===== config.mk =====
export PLATFORM = sky130hd
export DESIGN_NAME = awd_monitor
export DESIGN_NICKNAME = d
export VERILOG_FILES = /design/src/rtl/awd_pkg.sv /design/src/rtl/awd_scope_filter.sv /design/src/rtl/awd_window_cmp.sv /design/src/rtl/awd_flag_reg.sv /design/src/rtl/awd_monitor.sv
export SDC_FILE = /design/constraint.sdc
export NUM_CORES = 1
export LEC_CHECK = 0
export BUFFER_PORTS_ARGS = -buffer_cell sky130_fd_sc_hd__buf_2
export CORE_MARGIN = 5
export CORE_UTILIZATION = 39
export DETAILED_ROUTE_END_ITERATION = 10
export PLACE_DENSITY_LB_ADDON = 0.12
export SETUP_SLACK_MARGIN = 0.05
export SKIP_LAST_GASP = 1
export SLEW_MARGIN = 20
export SYNTH_ARGS = -nofsm -noshare
export SYNTH_HDL_FRONTEND = slang
export SYNTH_SLANG_ARGS = --single-unit

===== constraint.sdc =====
create_clock -name clk -period 1.4 [get_ports clk]
set_input_delay 0.07 -clock clk [delete_from_list [all_inputs] [get_ports clk]]
set_output_delay 0.07 -clock clk [all_outputs]
set_load 0.02 [all_outputs]

===== src/rtl/awd_pkg.sv =====
package awd_pkg;
    parameter int DATA_W = 12;
    parameter int CH_W   = 5;
    parameter int NUM_CH = 18;

    typedef enum logic {
        GRP_REGULAR  = 1'b0,
        GRP_INJECTED = 1'b1
    } grp_e;

    typedef struct packed {
        logic              valid;
        grp_e              grp;
        logic [CH_W-1:0]   chan;
        logic [DATA_W-1:0] data;
    } sample_t;

    typedef struct packed {
        logic            single;
        logic [CH_W-1:0] chan;
        logic            reg_en;
        logic            inj_en;
    } scope_cfg_t;

    typedef struct packed {
        logic [DATA_W-1:0] lo;
        logic [DATA_W-1:0] hi;
    } window_t;

    function automatic logic outside_window(input logic [DATA_W-1:0] v,
                                            input window_t w);
        return (v > w.hi) || (v < w.lo);
    endfunction
endpackage


===== src/rtl/awd_scope_filter.sv =====
module awd_scope_filter
    import awd_pkg::*;
(
    input  logic            valid_i,
    input  grp_e            grp_i,
    input  logic [CH_W-1:0] chan_i,
    input  scope_cfg_t      cfg_i,
    output logic            watch_o
);
    localparam logic [CH_W-1:0] CH_LIMIT = CH_W'(NUM_CH);

    logic chan_legal;
    logic grp_on;
    logic chan_hit;

    always_comb begin
        chan_legal = (chan_i < CH_LIMIT);
        grp_on     = (grp_i == GRP_INJECTED) ? cfg_i.inj_en : cfg_i.reg_en;
        chan_hit   = !cfg_i.single || (chan_i == cfg_i.chan);
        watch_o    = valid_i && chan_legal && grp_on && chan_hit;
    end
endmodule


===== src/rtl/awd_window_cmp.sv =====
module awd_window_cmp
    import awd_pkg::*;
(
    input  logic [DATA_W-1:0] data_i,
    input  window_t           win_i,
    output logic              out_o
);
    always_comb out_o = outside_window(data_i, win_i);
endmodule


===== src/rtl/awd_flag_reg.sv =====
module awd_flag_reg (
    input  logic clk,
    input  logic rst,
    input  logic set_i,
    input  logic clr_i,
    output logic flag_o
);
    always_ff @(posedge clk) begin
        if (rst)        flag_o <= 1'b0;
        else if (set_i) flag_o <= 1'b1;
        else if (clr_i) flag_o <= 1'b0;
    end

    assert_set_wins_R8: assert property (@(posedge clk) disable iff (rst)
        set_i |=> flag_o);
    assert_sticky_R8: assert property (@(posedge clk) disable iff (rst)
        (flag_o && !clr_i) |=> flag_o);
    assert_cleared_R8: assert property (@(posedge clk) disable iff (rst)
        (clr_i && !set_i) |=> !flag_o);
endmodule


===== src/rtl/awd_monitor.sv =====
module awd_monitor
    import awd_pkg::*;
(
    input  logic              clk,
    input  logic              rst,
    input  logic              res_valid,
    input  logic [DATA_W-1:0] res_data,
    input  logic [CH_W-1:0]   res_chan,
    input  logic              res_inj,
    input  logic [DATA_W-1:0] cfg_low,
    input  logic [DATA_W-1:0] cfg_high,
    input  logic              cfg_single,
    input  logic [CH_W-1:0]   cfg_chan,
    input  logic              cfg_reg_en,
    input  logic              cfg_inj_en,
    input  logic              cfg_irq_en,
    input  logic              flag_clr,
    output logic              flag_o,
    output logic              irq_o
);
    sample_t    smp;
    scope_cfg_t scope;
    window_t    win;
    logic       watch;
    logic       outside;
    logic       alarm;

    always_comb begin
        smp.valid    = res_valid;
        smp.grp      = res_inj ? GRP_INJECTED : GRP_REGULAR;
        smp.chan     = res_chan;
        smp.data     = res_data;
        scope.single = cfg_single;
        scope.chan   = cfg_chan;
        scope.reg_en = cfg_reg_en;
        scope.inj_en = cfg_inj_en;
        win.lo       = cfg_low;
        win.hi       = cfg_high;
    end

    awd_scope_filter u_scope (
        .valid_i (smp.valid),
        .grp_i   (smp.grp),
        .chan_i  (smp.chan),
        .cfg_i   (scope),
        .watch_o (watch)
    );

    awd_window_cmp u_cmp (
        .data_i (smp.data),
        .win_i  (win),
        .out_o  (outside)
    );

    assign alarm = watch && outside;

    awd_flag_reg u_flag (
        .clk    (clk),
        .rst    (rst),
        .set_i  (alarm),
        .clr_i  (flag_clr),
        .flag_o (flag_o)
    );

    assign irq_o = flag_o && cfg_irq_en;

    assert_rise_window_R2: assert property (@(posedge clk) disable iff (rst)
        $rose(flag_o) |-> $past(res_valid && ((res_data > cfg_high) || (res_data < cfg_low))));
    assert_rise_group_R7: assert property (@(posedge clk) disable iff (rst)
        $rose(flag_o) |-> $past(res_inj ? cfg_inj_en : cfg_reg_en));
    assert_rise_single_R5: assert property (@(posedge clk) disable iff (rst)
        ($rose(flag_o) && $past(cfg_single)) |-> $past(res_chan == cfg_chan));
    assert_rise_chan_R11: assert property (@(posedge clk) disable iff (rst)
        $rose(flag_o) |-> $past(res_chan < CH_W'(NUM_CH)));
    assert_irq_quiet_R9: assert property (@(posedge clk) disable iff (rst)
        !flag_o |-> !irq_o);
endmodule


# == Word level (Yosys, flattened, before mapping) ==
# Index checks and enable logic that the tools add are counted.
# totals
elab_cells,18
inputBits,55
out_inout_bits,2
ff_bits,1
# classes
eq_ne,1
n_lt_le_gt_ge,3
mux,4
reduce_logical,9
# op_table
cell,count
$gt A12 B12 Y1,1
$lt A12 B12 Y1,1
$eq A5 B5 Y1,1
$logic_and A1 B1 Y1,5
$lt A5 B5 Y1 const B,1
$mux W1,4
$logic_or A1 B1 Y1,2
$reduce_bool A2 Y1,1
$logic_not A1 Y1,1

# == Depth between registers and ports, before layout ==
# Gate-level depths: netlist of run 1.
# logic_depth
depth_word,6
mapped_depth,7
depth_no_buf,7

# == Cells and area by module ==
# From an unflattened synthesis of run 1, not the netlist that was laid out.
# hier_totals
cells_unflattened,99
hier_area_um2,737.0
# modules_own_cells
module,seq_area_each_um2,n_inst,area_per_inst_um2,cells_each
awd_window_cmp,0.0,1,593.1,82
awd_scope_filter,0.0,1,92.6,11
awd_flag_reg,20.0,1,38.8,4
awd_monitor,0.0,1,12.5,2

# == Worst setup path before layout of run 1 ==
# Ideal clock, no wire load.
# synth_timing
path_kind,input port to flip-flop
start,input port cfg_high[1]
end,register u_flag.flag_o
stages,7
slack_ps,174
required_time_ps,1263
t_arrival_ps,1089
cell_sequence,inv_1 > ha_1 > nor2b_1 > o211ai_1 > a211oi_1 > o31ai_1 > a311oi_2
# synth_between
elab_chain_cells,4
word_cells_on_any_way,5
cone_classes,1 x order compare; 1 x mux; 3 x reduce/logical
# synth_lines
element,line,source
"start, declared",awd_monitor.sv:11,"input logic [DATA_W-1:0] cfg_high,"
$gt A12 B12 Y1 *,awd_pkg.sv:32,return (v > w.hi) || (v < w.lo);
$logic_or A1 B1 Y1 *,awd_pkg.sv:32,
$logic_and A1 B1 Y1 *,awd_monitor.sv:55,assign alarm = watch && outside;
$mux W1 / $reduce_bool A2 Y1 (equally long branches),--,
"end signal, assigned",awd_flag_reg.sv:9,if (rst) flag_o <= 1'b0;
"end signal, assigned",awd_flag_reg.sv:10,else if (set_i) flag_o <= 1'b1;
"end signal, assigned",awd_flag_reg.sv:11,else if (clr_i) flag_o <= 1'b0;
"end, declared",awd_flag_reg.sv:6,output logic flag_o
# Mark *: on every way between the ends. The rest lies on a longest branch, timed or not.
# A chain may end at the register's enable or synchronous reset.

# == Worst setup path after layout of run 1 ==
# layout_timing
start,input port res_data[7]
end,register u_flag.flag_o
# layout_between
elab_chain_cells,4
word_cells_on_any_way,6
cone_classes,2 x order compare; 1 x mux; 3 x reduce/logical
# layout_lines
element,line,source
"start, declared",awd_monitor.sv:7,"input logic [DATA_W-1:0] res_data,"
$gt A12 B12 Y1 / $lt A12 B12 Y1 (equally long branches),awd_pkg.sv:32,
$logic_or A1 B1 Y1 *,awd_pkg.sv:32,
$logic_and A1 B1 Y1 *,awd_monitor.sv:55,
$mux W1 / $reduce_bool A2 Y1 (equally long branches),--,
# Marks and branches as above.

==> results of run 1 <==
## power breakdown
| group | switching (uW) | internal, uW | total, uW |
|---|---|---|---|
| clock network | 0 | 0 | 0 |
| registers | 0.457 | 29.9 | 30.4 |
| logic | 150 | 187 | 336 |
## what timing repair did
item                       in CTS  in global routing
setup endpoints to repair       1                  1
gates resized for setup        12                 28
pin swaps                       8                 12
buffers inserted                1                  0
## worst max-delay path, stage by stage
cell and delay, ns:
buf_2 0.12, ha_1 0.31, a21oi_2 0.14, o21ai_0 0.09, a21oi_1 0.17, o21ai_1 0.11, a311oi_2 0.26
## kinds of logic after synthesis
logic type / count (synthesis)
buffers and inverters: 24
AOI/OAI and AO/OA: 24
muxes: 1
DFF: 1
xor gates and xnor gates: 4
adders and majority gates: 23
and+or+nand+nor: 19
## worst min-delay path by stage
stage	depth (start not counted)	slack [ns]	start	endpoint
2_1_floorplan	1	0.14	rst	u_flag.flag_o$_SDFFE_PP0P_
3_3_place_gp	2	0.24	rst	u_flag.flag_o$_SDFFE_PP0P_
3_5_place_dp	2	0.24	rst	u_flag.flag_o$_SDFFE_PP0P_
4_1_cts	2	0.24	rst	u_flag.flag_o$_SDFFE_PP0P_
5_1_grt	2	0.24	rst	u_flag.flag_o$_SDFFE_PP0P_
6_report	2	0.24	rst	u_flag.flag_o$_SDFFE_PP0P_
## cell type report
type / instances / area, sq um / share of cell area (%)
sequential: 1 / 20.02 / 1.595
tap: 25 / 31.28 / 2.493
multi-input combinational: 71 / 764.5 / 60.92
timing repair buffer: 58 / 349.1 / 27.82
inverter: 24 / 90.09 / 7.178
## Yosys cell counts, types with 2 or more instances
library cell,number
a211oi_1,2
a21o_1,4
a21oi_1,8
ha_1,23
inv_1,24
nand2_1,4
nand3_1,2
nand4_1,4
nor2b_1,3
o21ai_0,3
xor2_1,3
## through the flow
stage                     instances  hold WS [ns]
final                           179        0.2394
after global routing            179        0.2395
after CTS                       179        0.2362
after detailed placement        178        0.2357
after global placement          178        0.2360
after floorplan                  96        0.1379
## placed cells by master, fill, tap and decap left out, drive strengths merged, types with 3 or more instances in the layout
| cell type | Yosys | routed |
|---|---|---|
| a21o | 4 | 4 |
| a21oi | 8 | 8 |
| buf | 0 | 58 |
| ha | 23 | 23 |
| inv | 24 | 24 |
| nand2 | 4 | 4 |
| nand4 | 4 | 4 |
| nor2b | 3 | 3 |
| o21ai | 4 | 4 |
| xor2 | 3 | 3 |
## per-layer routing
| metal | wire, microns | share of wire (%) | GRT usage [%] | vias up |
|---|---|---|---|---|
| met4 | 14 | 0.64 | 0.4255 | 0 |
| li1 | - | - | - | 452 |
| met2 | 1055 | 48 | 27.48 | 35 |
| met1 | 922 | 42 | 15.69 | 371 |
| met5 | 0 | 0 | 0 | - |
| met3 | 188 | 8.6 | 0.8547 | 2 |
==> results by stage, run 1 <==
Timing:
- Between clock sinks in the finished design, the worst skew comes to 0 ns.
- Setup violations remaining at the end of the flow were counted as 0.
- The count of endpoints failing hold in the final timing report is 0.
- At the pin with the least slew margin, the transition time is 0.2574 ns.
- The worst slew margin relative to its limit is 82.81%.
- Of the available clock period, the critical path in the final layout requires 98.43%.
- The final max-slew violation count is 0.
- In the final timing run, aggregate negative setup slack is 0 ns.
- For this run, the top clock speed supported by timing is 725.6 MHz.
- Setup repair after global routing could not meet its margin everywhere.
- The setup slack after layout is 0.02191 ns.
- Counting I/O delays and the setup requirement, the final critical path takes 1.378 ns.

Pwr:
- The design draws 366.8 uW.
- The ratio of total power to cell area is 292.3 nW/um^2.
- The leakage dissipation is 0.0006886 uW.
- The worst-case IR drop observed on VDD is 0.0001546 V.

Detailed routing:
- The wire length per cell is 12.18 microns.
- The via density per instance is 4.804.
- For this run, the detailed router's first-pass iteration total came to 2.
- The post-detailed-routing wire length is 2181 microns.
- The detailed-route DRC error count is 0.
- The total via count after detailed routing is 860.
- In this run the remaining antenna-violating nets after routing total 0.
- After the first detailed-routing iteration, the DRC count stood at 2.

Worst setup path:
- The endpoint identified for the worst register-to-register timing path is u_flag.flag_o$_SDFFE_PP0P_.
- The critical path starts at res_data[7].
- The endpoint of the worst setup timing path is u_flag.flag_o$_SDFFE_PP0P_.
- The endpoint kind of the worst setup timing path is a flip-flop.
- The maximum fanout encountered on the critical timing path is 2.
- The number of cells on the worst reg-to-reg path is 3.
- The arrival time reported for the critical path endpoint is 1.28 ns.
- Data on the critical path is required at its endpoint by 1.31 ns.
- The startpoint identified for the worst register-to-register timing path is u_flag.flag_o$_SDFFE_PP0P_.
- The category of the critical setup timing path is in -> reg.
- The startpoint type of the worst setup path is a primary input.
- In this run the register-to-register setup slack is 0.51 ns.

Final layout:
- The core utilization of the finished layout is 72.68%.
- The net count of the finished layout is 234.
- The share of final-layout standard cells stronger than drive strength 1 is 53.90%.
- The number of flip-flops under the largest register name is 1.
- In the final layout, the registers with the most flip-flops are u_flag.flag_o x1.
- Fill cells in the final layout number 161.
- The growth of design area from synthesis to finish is 75.66%.
- The register bank with the most flops is u_flag.flag_o.
- The post-route cell area is 1255 sq um.
- The antenna diode count is 0.

Clocking:
- The clock insertion delay at the later pin of the skew report is 0 ns.
- The clock slew seen by the registers of the worst setup and hold paths is 0 ns.
- In this run, post-CTS hold repair placed 0 buffers.

Synth:
- The mean post-synth cell area is 7.442 sq um.
- The largest family of logic cells by synthesized area is adder cells.
- In this run the cell area of the synthesized design comes to 714.4 sq um.
- After Yosys synthesis, and, or, nand and nor cells account for 14.36% of the synthesized area.
- The sequential area share after synthesis is 2.802%.
- The synthesized design contains 0 enable-type register cells.
- The synthesized-area fraction occupied by xor and xnor cells is 4.904%.
- The share of the synthesized area in the top cell type is 40.28%.
- Among all flip-flop cells after synthesis, the most frequent one is dfxtp_1.
- After Yosys synthesis, full adders, half adders and majority gates account for 40.28% of the synthesized area.
- The post-synthesis cell count is 96.
- The leading area contributor after synthesis is ha_1.
- Of all flip-flops after synthesis, the portion carrying an async set or reset was 0%.
- The synthesized netlist devotes 23.47% of its cell area to compound gates.
- The portion of synthesized area spent on multiplexers is 1.576%.
- The yosys synthesis warning count is 0.
- The number of library cell types mapped by synthesis is 27.
- The number of nets in the synthesized netlist is 174.
- The count of state elements after synthesis is 1.
- By area the synthesized netlist is led by ha_1 40%, inv_1 13%, a21oi_1 5.6%, a21o_1 4.2%, xor2_1 3.7%.

Place:
- The HPWL after detailed placement is 1691 microns.
- At the end of routability-driven placement, the weighted congestion stood at 0.7222.
- The setup slack at placement is -0.06819 ns.
- The number of buffer cells added on primary ports is 56.
- The placed standard-cell area is 1033 sq um.

Global route:
- The aggregate global-route resource usage is 13.50%.
- The maximum number of pins on one net before global-route repair is 4.
- The via count of the first global-routing pass is 801.
- For this run the aggregate overflow at the end of global routing stands at 0.
- The first global-routing pass estimated 3022 microns of wire.
- The number of antenna violations at the first check in global routing is 0.

Run:
- The number of max-capacitance violations reported is 0.

Floorplan:
- The top-level port count is 57.
- The number of core rows is 15.
- For this configuration, the core starts out at a cell density of 41.38%.
- The die covers 2788 sq um.
- The core footprint is 1727 sq um.
- The floorplan step set the die width to 52.80 microns.
- From bottom edge to top edge, the die measures 52.80 microns.

Hold path:
- The tightest min-delay check is of the in -> reg type.

Run status:
- The flow ran to the end, and the final reports show no timing, DRC or antenna violations.
Power figures use the tool's default switching activity.
==> inputs of run 2 (changes only) <==
--- a/config.mk
+++ b/config.mk
@@ -10,7 +10,7 @@
 export CORE_UTILIZATION = 39
 export DETAILED_ROUTE_END_ITERATION = 10
 export PLACE_DENSITY_LB_ADDON = 0.12
-export SETUP_SLACK_MARGIN = 0.05
+export SETUP_SLACK_MARGIN = 0.1
 export SKIP_LAST_GASP = 1
 export SLEW_MARGIN = 20
 export SYNTH_ARGS = -nofsm -noshare
==> run 2 against run 1 <==
Effect of this change:
- power decreased by 8.3%
- sequential cell count unchanged
- sequential power about the same
- sequential share of layout area increased by 0.11 points
- combinational power decreased by 8.9%
- register-to-register slack improved by 0.02 ns
- via count decreased by 1.3%
==> results by stage, run 2 (synthesized netlist as in run 1, its figures left out) <==
Run status:
- The run finished with clean final reports.

Worst setup path:
- The number of cells on the worst reg-to-reg path is 3 (unchanged).
- The worst setup path is of the in -> reg kind.
- The largest stage delay on the critical path is 0.39 ns (+0.08 ns).
- The arrival time reported for the critical path endpoint is 1.21 ns (-0.07 ns).
- Traced cell by cell, the critical path runs through buf_2 -> ha_1 -> nand4_1 -> or3_4 -> o31ai_2 -> a311oi_2.
- The worst endpoint required time is 1.26 ns (-0.05 ns).
- The endpoint kind of the worst setup timing path is a flip-flop.
- The startpoint type of the worst setup path is a primary input.
- The maximum fanout encountered on the critical timing path is 3 (+1).
- The highest-delay cell along the critical path is or3_4.

Place:
- The HPWL after detailed placement was 1691 microns (unchanged).
- The setup slack at placement is -0.06819 ns (unchanged).
- The number of buffer cells added on primary ports is 56 (unchanged).
- The placer congestion estimate is 0.7222 (unchanged).

Detailed routing:
- The wire length per cell came to 11.17 microns (-8.4%).
- The via density per instance was 4.717 (-1.8%).
- The first-iteration detailed-routing DRC count is 4 (+2).
- The total via count after detailed routing came to 849 (-1.3%).
- The detailed-routing iteration count for the pre-antenna-repair pass came to 4 (+2).
- The detailed-route DRC error count came to 0 (unchanged).
- The post-detailed-routing wire length came to 2010 microns (-7.8%).
- The number of nets with antenna violations after routing is 0 (unchanged).

Timing:
- The clock period minus worst slack was 1.344 ns (-0.03367 ns).
- The setup-violating endpoint count in the final report came to 0 (unchanged).
- The achievable clock frequency was 743.8 MHz (+2.5%).
- The post-route fraction of the period consumed by the critical path is 96.03% (-2.4 points).
- Setup repair after global routing could not meet its margin everywhere.
- The setup slack after layout is 0.05558 ns (+0.03367 ns).
- The final max-slew violation count came to 0 (unchanged).
- The count of endpoints failing hold in the final timing report is 0 (unchanged).
- The clock skew was 0 ns (unchanged).
- The worst slew margin relative to its limit came to 84.94% (+2.1 points).
- The actual transition at the worst max-transition pin is 0.2230 ns (-0.03434 ns).

Global route:
- The number of antenna violations at the first check in global routing is 0 (unchanged).
- The maximum number of pins on one net before global-route repair is 4 (unchanged).
- The global-route wire length before repair is 3091 microns (+2.3%).
- The aggregate global-route resource usage is 13.85% (+0.35 points).
- The residual overflow from global routing is 0 (unchanged).
- The via count of the first global-routing pass was 814 (+1.6%).

Floorplan:
- The top-level port count is 57 (unchanged).
- The core footprint is 1727 sq um (unchanged).
- The height of the chip is 52.80 microns (unchanged).
- The die area came to 2788 sq um (unchanged).
- The initial core utilization is 41.38% (unchanged).
- The width of the die is 52.80 microns (unchanged).
- The number of core rows is 15 (unchanged).

Pwr:
- The largest voltage drop on the vdd net is 0.0001498 V (-3.1%).
- The total power is 336.4 uW (-8.3%).
- The leakage dissipation came to 0.0006765 uW (-1.8%).
- The ratio of total power to cell area is 285.8 nW/um^2 (-2.2%).

Final layout:
- The register bank with the most flops is u_flag.flag_o.
- The growth of design area from synthesis to finish is 64.80%.
- The post-layout net count is 235 (+0.43%).
- The antenna diode count came to 0 (unchanged).
- The share of final-layout standard cells stronger than drive strength 1 came to 50.32% (-3.6 points).
- The largest registers in the layout are u_flag.flag_o x1.
- The library cell used most frequently in the layout, excluding fill and tap cells, is buf_2.
- Leaving out fill and tap cells, the most frequent cells in the layout are 53 x buf_2, 21 x inv_1, 17 x ha_1.
- The number of flip-flops under the largest register name is 1 (unchanged).

Clocking:
- The clock slew seen by the registers of the worst setup and hold paths came to 0 ns (unchanged).
- The clock insertion delay at the later pin of the skew report is 0 ns (unchanged).

Run:
- The number of max-capacitance violations reported is 0 (unchanged).

Hold path:
- The class of the tightest hold or removal check is in -> reg.
- The depth of the worst hold-timing path is 2 (unchanged).
[run 2: cell types whose count changed in the layout (fill, tap and decap cells not counted), moves of 3 or more]
| cell | before | now |
|---|---|---|
| buf_6 | 7 | 3 |
| ha_4 | 9 | 6 |
| ha_1 | 14 | 17 |
| inv_2 | 6 | 3 |
| inv_1 | 18 | 21 |
| buf_2 | 48 | 53 |
[run 2: final timing paths]
kind / end / slack, ns / start
max: u_flag.flag_o$_SDFFE_PP0P_ / 0.06 / res_data[7]
max reg2reg: u_flag.flag_o$_SDFFE_PP0P_ / 0.53 / u_flag.flag_o$_SDFFE_PP0P_
min reg2reg: u_flag.flag_o$_SDFFE_PP0P_ / 0.54 / u_flag.flag_o$_SDFFE_PP0P_
min: u_flag.flag_o$_SDFFE_PP0P_ / 0.24 / rst
[run 2: power by group]
| part | total, uW | internal [uW] | switching [uW] | leakage [uW] |
|---|---|---|---|---|
| logic | 306 | 167 | 139 | 0.000668 |
| registers | 30.4 | 29.9 | 0.453 | 0.00000810 |
| clock network | 0 | 0 | 0 | 0 |
| total | 336 | 197 | 139 | 0.000676 |
[run 2: cell type report]
cell class,instances,area (sq um)
fillers,178,549.3
inverters,24,90.09
multi-input cells,71,714.4
flip-flops and latches,1,20.02
well taps,25,31.28
repair buffers,59,321.6
[run 2: layer usage]
layer  wire length (microns)  up-vias  global-route usage [%]  part of all wire [%]
met5                       0        -                       0                     0
met4                       0        0                  0.4255                     0
met3                     187        0                  0.8547                   9.3
met2                     963       35                   27.69                    48
met1                     860      360                   16.53                    43
li1                        -      454                       -                     -
[run 2: worst max-delay path: cells and delay by family]
family                   cells  cell delay (ns)
AO/OA/AOI/OAI                2             0.19
adder cells (fa/ha/maj)      1             0.33
buffers and inverters        1             0.11
AND/OR/NAND/NOR              2             0.51
[run 2: stage by stage]
step / TNS (ns) / hold WS, ns / instance area, sq um / util (%) / cells
floorplan: 0 / 0.1379 / 714.4 / - / 96
detailed placement: -0.06819 / 0.2357 / 1033 / 59.86 / 178
global placement: -0.03159 / 0.2360 / 1033 / 59.86 / 178
CTS: 0 / 0.2362 / 1165 / 67.46 / 180
global route: -0.01642 / 0.2373 / 1177 / 68.19 / 180
finish: 0 / 0.2360 / 1177 / 68.19 / 180
[run 2: what timing repair did]
action,4_1_cts,5_1_grt
setup buffers,2,0
hold buffers,0,0
pin swaps,12,2
resized for setup,20,3
endpoints found under the setup margin,1,1
